`src/rtl/uart_slp_pkg.sv`:
```
package uart_slp_pkg;

    typedef enum logic {
        MODE_LEVEL = 1'b0,
        MODE_EDGE  = 1'b1
    } slp_mode_e;

    typedef struct packed {
        logic asleep;
        logic wake;
        logic armed;
        logic snap;
    } slp_state_t;

    localparam slp_state_t SLP_RESET = '{asleep: 1'b0, wake: 1'b0, armed: 1'b1, snap: 1'b1};

endpackage

```
`src/rtl/uart_slp_sync.sv`:
```
module uart_slp_sync #(
    parameter int unsigned STAGES    = 2,
    parameter logic        RESET_VAL = 1'b1
) (
    input  logic clk_i,
    input  logic rst_ni,
    input  logic d_i,
    output logic q_o
);
    localparam int unsigned LAST = STAGES - 1;

    logic [LAST:0] chain_d, chain_q;

    generate
        if (STAGES == 1) begin : g_single
            always_comb chain_d = d_i;
        end else begin : g_multi
            always_comb chain_d = {chain_q[LAST-1:0], d_i};
        end
    endgenerate

    always_ff @(posedge clk_i or negedge rst_ni) begin
        if (!rst_ni) chain_q <= {STAGES{RESET_VAL}};
        else         chain_q <= chain_d;
    end

    assign q_o = chain_q[LAST];
endmodule

```
`src/rtl/uart_slp_cond.sv`:
```
module uart_slp_cond
    import uart_slp_pkg::*;
(
    input  logic      asleep_i,
    input  logic      req_i,
    input  logic      idle_i,
    input  logic      armed_i,
    input  slp_mode_e mode_i,
    input  logic      rx_s_i,
    input  logic      snap_i,
    output logic      enter_o,
    output logic      wake_o
);
    logic pin_allows;
    logic pin_wakes;

    always_comb begin
        unique case (mode_i)
            MODE_LEVEL: begin
                pin_allows = rx_s_i;
                pin_wakes  = !rx_s_i;
            end
            default: begin
                pin_allows = 1'b1;
                pin_wakes  = rx_s_i ^ snap_i;
            end
        endcase
        enter_o = !asleep_i && req_i && idle_i && armed_i && pin_allows;
        wake_o  = asleep_i && (!req_i || pin_wakes);
    end
endmodule

```
`src/rtl/uart_slp_ctrl.sv`:
```
module uart_slp_ctrl
    import uart_slp_pkg::*;
#(
    parameter int unsigned SYNC_STAGES = 2
) (
    input  logic clk_i,
    input  logic rst_ni,
    input  logic sleep_req_i,
    input  logic chan_idle_i,
    input  logic edge_mode_i,
    input  logic rx_pin_i,
    output logic sleep_o,
    output logic wake_o
);
    slp_state_t st_d, st_q;
    logic       rx_s;
    logic       enter;
    logic       wake_now;
    slp_mode_e  mode;

    assign mode = slp_mode_e'(edge_mode_i);

    uart_slp_sync #(.STAGES(SYNC_STAGES), .RESET_VAL(1'b1)) u_sync (
        .clk_i (clk_i),
        .rst_ni(rst_ni),
        .d_i   (rx_pin_i),
        .q_o   (rx_s)
    );

    uart_slp_cond u_cond (
        .asleep_i(st_q.asleep),
        .req_i   (sleep_req_i),
        .idle_i  (chan_idle_i),
        .armed_i (st_q.armed),
        .mode_i  (mode),
        .rx_s_i  (rx_s),
        .snap_i  (st_q.snap),
        .enter_o (enter),
        .wake_o  (wake_now)
    );

    always_comb begin
        st_d      = st_q;
        st_d.wake = wake_now;
        if (enter) begin
            st_d.asleep = 1'b1;
            st_d.snap   = rx_s;
        end else if (wake_now) begin
            st_d.asleep = 1'b0;
        end
        if (wake_now)          st_d.armed = 1'b0;
        else if (!chan_idle_i) st_d.armed = 1'b1;
    end

    always_ff @(posedge clk_i or negedge rst_ni) begin
        if (!rst_ni) st_q <= SLP_RESET;
        else         st_q <= st_d;
    end

    assign sleep_o = st_q.asleep;
    assign wake_o  = st_q.wake;
endmodule

```
`config.mk`:
```
export PLATFORM = sky130hd
export DESIGN_NAME = uart_slp_ctrl
export DESIGN_NICKNAME = d
export VERILOG_FILES = /design/src/rtl/uart_slp_pkg.sv /design/src/rtl/uart_slp_sync.sv /design/src/rtl/uart_slp_cond.sv /design/src/rtl/uart_slp_ctrl.sv
export SDC_FILE = /design/constraint.sdc
export NUM_CORES = 1
export LEC_CHECK = 0
export BUFFER_PORTS_ARGS = -buffer_cell sky130_fd_sc_hd__buf_2
export CAP_MARGIN = 20
export CORE_AREA = 4 4 41 43
export DETAILED_ROUTE_END_ITERATION = 8
export DIE_AREA = 0 0 45 47
export GPL_TIMING_DRIVEN = 0
export PLACE_DENSITY = 0.46
export SLEW_MARGIN = 0
export SYNTH_ARGS = -nofsm -noshare
export SYNTH_HDL_FRONTEND = slang
export SYNTH_SLANG_ARGS = --single-unit
```
`constraint.sdc`:
```
create_clock -name clk_i -period 1.7 [get_ports clk_i]
set_input_delay 0.255 -clock clk_i [delete_from_list [all_inputs] [get_ports clk_i]]
set_output_delay 0.255 -clock clk_i [all_outputs]
set_load 0.02 [all_outputs]
```
==> results of run 1 <==
==> kinds of logic (layout without fill, tap and decap cells) <==
logic type / count (synthesis) / after routing
compound gates: 4 / 4
buf+inv: 1 / 13
flops: 6 / 6
mux: 1 / 1
simple gates: 6 / 6
==> final timing paths <==
check,slack [ns],end,start
max,0.36,st_q[0],st_q[1]
min,0.12,u_sync.chain_q[0],rx_pin_i
max reg2reg,0.36,st_q[0],st_q[1]
min reg2reg,0.35,u_sync.chain_q[1],u_sync.chain_q[0]
max in group asynchronous,1.11,u_sync.chain_q[0],rst_ni
min in group asynchronous,0.36,wake_o,rst_ni
==> flip-flops by register name, indices dropped and copies added, names as in the netlist <==
signal,count
st_q,2
u_sync.chain_q,2
sleep_o,1
wake_o,1
==> metrics by stage <==
stage	area (µm²)	total power, µW	hold slack, ns	setup slack [ns]
after global routing	330	412	0.0996	0.287
after detailed placement	294	245	0.0873	0.375
after CTS	330	393	0.109	0.351
after global placement	294	244	0.0808	0.394
final	330	384	0.119	0.360
after floorplan	240	223	-0.0406	0.446
==> per-layer routing <==
metal / global-route usage, % / vias up / part of all wire [%]
met5: 0 / - / 0
met4: 5.26 / 0 / 0
met3: 4.98 / 0 / 13
met2: 5.93 / 8 / 40
met1: 5.79 / 75 / 47
li1: - / 87 / -
==> layout make-up <==
class                           instances  share of cell area, %
Sequential cell                         6                   47.0
Multi-Input combinational cell         11                   24.6
Timing Repair Buffer                    8                   13.6
Clock buffer                            4                   7.95
Tap cell                               15                   5.68
Inverter                                1                   1.14
==> cells in the final DEF, fill, tap and decap left out <==
cell	n
buf_2	7
dfstp_2	4
clkbuf_4	3
nand2_1	2
dfrtp_1	2
nor2b_1	1
nand4bb_1	1
o211a_1	1
inv_1	1
a21oi_1	1
o21ai_0	1
nor2_1	1
nor4_2	1
a21o_2	1
mux2_2	1
clkbuf_1	1
dlygate4sd3_1	1
==> power groups by stage <==
stage                     logic (µW)  registers, µW  clock network, µW
after floorplan                 31.2            192                  0
after global placement          57.0            187                  0
after detailed placement        57.7            187                  0
after CTS                       59.9            186                147
after global routing            66.1            189                158
final                           58.5            185                140
==> results.cfg, run 1 <==
[status]
status = completed

[logic_synthesis]
synthMostInstantiatedCell = dfstp_2
synthSimpleGateAreaFrac_pct = 17.2
syn_inst = 18
synth_xor_area_share_pct = 0
synth_area_leaders = dfstp_2 44%, dfrtp_1 21%, nor4_2 5.2%, mux2_2 4.7%, nand4bb_1 4.7%
ys_seq_elements = 6
synthesis.area_um2 = 240
yosysTopAreaCell = dfstp_2
synthDistinctLibCells = 13
synth_enable_flop_cells = 0
synthArstFlopShare_pct = 100
synth_fa_ha_area_share_pct = 0
synth_top_area_share_pct = 43.8
synth.yosys.seq_area_share_pct = 64.6
synth-compound-area-share_pct = 12.0
synth_flop_cell = dfstp_2
synth_area_per_cell_um2 = 13.3
synth_top_family_by_area = simple AND/OR/NAND/NOR gates
syn_nets = 24
synth_common_cells = 4 x dfstp_2, 2 x dfrtp_1, 2 x nand2_1
synth_warnings = 0
synth_mux_area_share_pct = 4.69

[power_and_ir_drop]
peakVddDrop_mv = 0.317
seqPwrFrac_pct = 48.3
clockPowerShare_pct = 36.4
comb_power_share_pct = 15.3
switching_power_uw = 91.1
p_leak_uw = 0.000164
netSwitchingFraction_pct = 23.8
p_per_area_nw_per_um2 = 1160
intPower_uw = 292

[cts]
cts_num_sinks = 6
cts_buffers = 3
clock_latency_ns = 0.24
cts-htree-levels = 1
post_cts.repair.setup_buffers = 0
clk_pin_slew_ns = 0.05
cts_tree = done
clockRootBuffer = clkbuf_4
max-clock-path-buffers = 2
cts_hold_buf = 1
ctsResizeCount = 0

[critical_path]
crit_path_cell_trace = inv_1, nor4_2, mux2_2
slowest_stage = dfstp_2
critPathBufInv = 1
cp-end-kind = register
cp.depth = 3
cp.required_ns = 1.86
cp_top_family = flip-flops
worstSetupPathType = reg2reg
startpoint_type = register
r2r_cells = 3
worstPathMaxFanout = 2
cp.arrival_ns = 1.50
cp_slowest_stage_delay_ns = 0.51

[cells_and_area]
drive_gt1_share_pct = 56.7
fin_cells = 45
final_nets = 37
seq_area_um2 = 155
final_util_pct = 25.4
fillCellCount = 158
multi_input_area_um2 = 81.3
antenna_cells = 0
area_growth_pct = 37.5

[hold_path]
whs_path_depth = 1
hp-class = in2reg

[floorplanning]
ios = 8
coreArea_um2 = 1300
start_util_pct = 18.5
num_rows = 13
dieHeight_um = 47
die_area_um2 = 2120
die_x_um = 45

[run]
maxCapViolations = 0

[timing]
period_needed_ns = 1.34
setup_viol = 0
finalHoldViolations = 0
clock_skew_ns = 0.00909
maxSlewViolCount = 0
setup_tns_ns = 0
rsz0062_at_grt = no
fmax_mhz = 746
tightest_slew_ns = 0.299
period_share_pct = 78.8
relSlewSlack_pct = 79.9

[detailed_routing]
final_antenna_net_count = 0
drt_iter0_drc = 3
via_count = 170
post_drt_via_cell_ratio = 3.78
drc_errors = 0
wirelength_um = 435
drt-wirelength-per-cell_um = 9.67
first_pass_iters = 2

[global_routing]
antenna_found_initial = 0
grt_pass1_vias = 175
grt-ovfl-total = 0
grt_max_degree = 7
grt_pass1_wl_um = 724
gr-usage-all-layers_pct = 5.41

[placement]
port_buffers = 7
place_congestion = 0.747
placed_cells = 40
(Power assumes the default switching activity.)
==> run 2: changes to the inputs <==
Settings changed: ABC_AREA from default to 1.
Clock period 1.7 ns to 1.34 ns, I/O delays scaled along.
==> run 2 against run 1 <==
Against the previous run:
- sequential share of layout area is 0.35 points lower
- critical path type is now reg2out
- critical path depth fell by 2
- largest cell class unchanged
- final cell count is 18% higher
- largest power group unchanged
- sequential power up 25%
- synthesized cell count increased by 44%
==> results.cfg, run 2 <==
[timing]
fmax_mhz = 983
setup_tns_ns = 0
maxSlewViolCount = 0
finalHoldViolations = 0
setup_viol = 0
relSlewSlack_pct = 89.6
clock_skew_ns = 0.00950
period_share_pct = 75.9
tightest_slew_ns = 0.156
period_needed_ns = 1.02
rsz0062_at_grt = no

[power_and_ir_drop]
clockPowerShare_pct = 36.5
comb_power_share_pct = 15.4
peakVddDrop_mv = 0.363
seqPwrFrac_pct = 48.0
p_leak_uw = 0.000173
intPower_uw = 362
p_total_uw = 481
p_per_area_nw_per_um2 = 1440
netSwitchingFraction_pct = 24.8
switching_power_uw = 119

[placement]
place_congestion = 0.733
dp_hpwl_um = 354
port_buffers = 7

[floorplanning]
die_x_um = 45
num_rows = 13
dieHeight_um = 47
start_util_pct = 18.7
die_area_um2 = 2120
ios = 8
coreArea_um2 = 1300

[global_routing]
grt-ovfl-total = 0
grt_max_degree = 7
gr-usage-all-layers_pct = 4.77
antenna_found_initial = 0
grt_pass1_wl_um = 648
grt_pass1_vias = 178

[cells_and_area]
drive_gt1_share_pct = 36.8
final_util_pct = 25.6
layout_commonest_cell = buf_2
antenna_cells = 0
seq_area_um2 = 155
final_cell_mix = 7 x buf_2, 6 x inv_1, 5 x nand2_1, 4 x dfstp_2, 3 x clkbuf_4
multi_input_area_um2 = 65.1
top_regs = st_q (2), u_sync.chain_q (2)
final_nets = 45
fillCellCount = 150
area_growth_pct = 37.1

[critical_path]
slowest_stage = dfrtp_1
cp-end-kind = output port
r2r-start = st_q[1]
cp_top_family = flip-flops
cp.arrival_ns = 0.82
r2r_end = st_q[0]
worstPathMaxFanout = 4
critPathBufInv = 1
r2r_slack_ns = 0.37
r2r_cells = 3
worstSetupPathType = reg2out
cp_slowest_stage_delay_ns = 0.40
cp.required_ns = 1.14
crit_path_cell_trace = buf_2
startpoint_type = register

[logic_synthesis]
syn_inst = 26
synth_area_per_cell_um2 = 9.34
synthMostInstantiatedCell = inv_1
ys_seq_elements = 6
synth.yosys.seq_area_share_pct = 63.9
synth_mux_area_share_pct = 0
synth_fa_ha_area_share_pct = 0
synthDistinctLibCells = 10
synth_top_family_by_area = simple AND/OR/NAND/NOR gates
synthesis.area_um2 = 243
yosysTopAreaCell = dfstp_2
synth_xor_area_share_pct = 0
synth-compound-area-share_pct = 8.76
synthArstFlopShare_pct = 100
synth_flop_cell = dfstp_2
synthSimpleGateAreaFrac_pct = 18.0
synth_enable_flop_cells = 0
synth_warnings = 0
synth_area_leaders = dfstp_2 43%, dfrtp_1 21%, inv_1 9.3%, nand2_1 7.7%, nand3_1 4.1%
syn_nets = 32
synth_common_cells = 6 x inv_1, 5 x nand2_1, 4 x dfstp_2
synth_top_area_share_pct = 43.3

[run]
maxCapViolations = 0

[status]
status = completed

[cts]
cts_hold_buf = 1
clockRootBuffer = clkbuf_4
post_cts.repair.setup_buffers = 0
cts_tree = done
cts_buffers = 3
max-clock-path-buffers = 2
cts-htree-levels = 1
clock_latency_ns = 0.24
clk_pin_slew_ns = 0.05
cts_num_sinks = 6
ctsResizeCount = 0

[hold_path]
hp-class = in2reg
whs_endpoint = u_sync.chain_q[0]
whs_path_depth = 1
worstHoldStart = rx_pin_i

[detailed_routing]
drc_errors = 0
drt_iter0_drc = 7
post_drt_via_cell_ratio = 3.79
drt-wirelength-per-cell_um = 7.98
wirelength_um = 423
final_antenna_net_count = 0
first_pass_iters = 4
via_count = 201
[run 2: cell count changes after synthesis, moves of 2 or more]
cell     before  now
inv_1         1    6
nand2_1       2    5
nand3_1       0    2
o21ai_1       0    2
[run 2: layer usage]
metal / routed length (µm) / global-route usage, % / up-vias
li1: - / - / 105
met1: 182 / 4.87 / 90
met2: 222 / 6.78 / 6
met3: 18 / 1.15 / 0
met4: 0 / 7.02 / 0
met5: 0 / 0 / -
[run 2: worst max path at each step]
stage | from | endpoint | slack [ns] | cells after the start
final | sleep_o | sleep_o | 0.32 | 1
after global routing | u_sync.chain_q[1] | st_q[0] | 0.27 | 4
after CTS | sleep_o | sleep_o | 0.31 | 1
after floorplan | st_q[1] | st_q[0] | 0.44 | 4
after global placement | u_sync.chain_q[1] | st_q[0] | 0.37 | 4
after detailed placement | st_q[0] | st_q[1] | 0.37 | 4
[run 2: area by class of cell]
| class | count | area share (%) |
|---|---|---|
| Timing Repair Buffer | 8 | 13.5 |
| Sequential cell | 6 | 46.6 |
| Inverter | 6 | 6.77 |
| Multi-Input combinational cell | 14 | 19.5 |
| Clock buffer | 4 | 7.89 |
| Tap cell | 15 | 5.64 |
[run 2: cells by family (layout without fill, tap and decap cells)]
kind of cell           after synthesis  count (layout)
AND/OR/NAND/NOR                     10              10
buffers and inverters                6              18
AO/OA/AOI/OAI                        4               4
flip-flops                           6               6
[run 2: power by group through the flow]
stage               logic [µW]  registers (µW)  clock network [µW]
floorplan                 39.0             240                   0
global placement          73.7             233                   0
detailed placement        72.7             233                   0
CTS                       75.0             231                 186
global route              87.8             232                 191
finish                    74.1             231                 176
[run 2: through the flow]
| step | cell area, µm² | worst slack, ns | std cells | hold WS (ns) |
|---|---|---|---|---|
| CTS | 333 | 0.311 | 53 | 0.0530 |
| global route | 333 | 0.269 | 53 | 0.0531 |
| finish | 333 | 0.322 | 53 | 0.0643 |
| detailed placement | 297 | 0.373 | 48 | 0.0300 |
| floorplan | 243 | 0.441 | 26 | -0.0946 |
| global placement | 297 | 0.373 | 48 | 0.0304 |
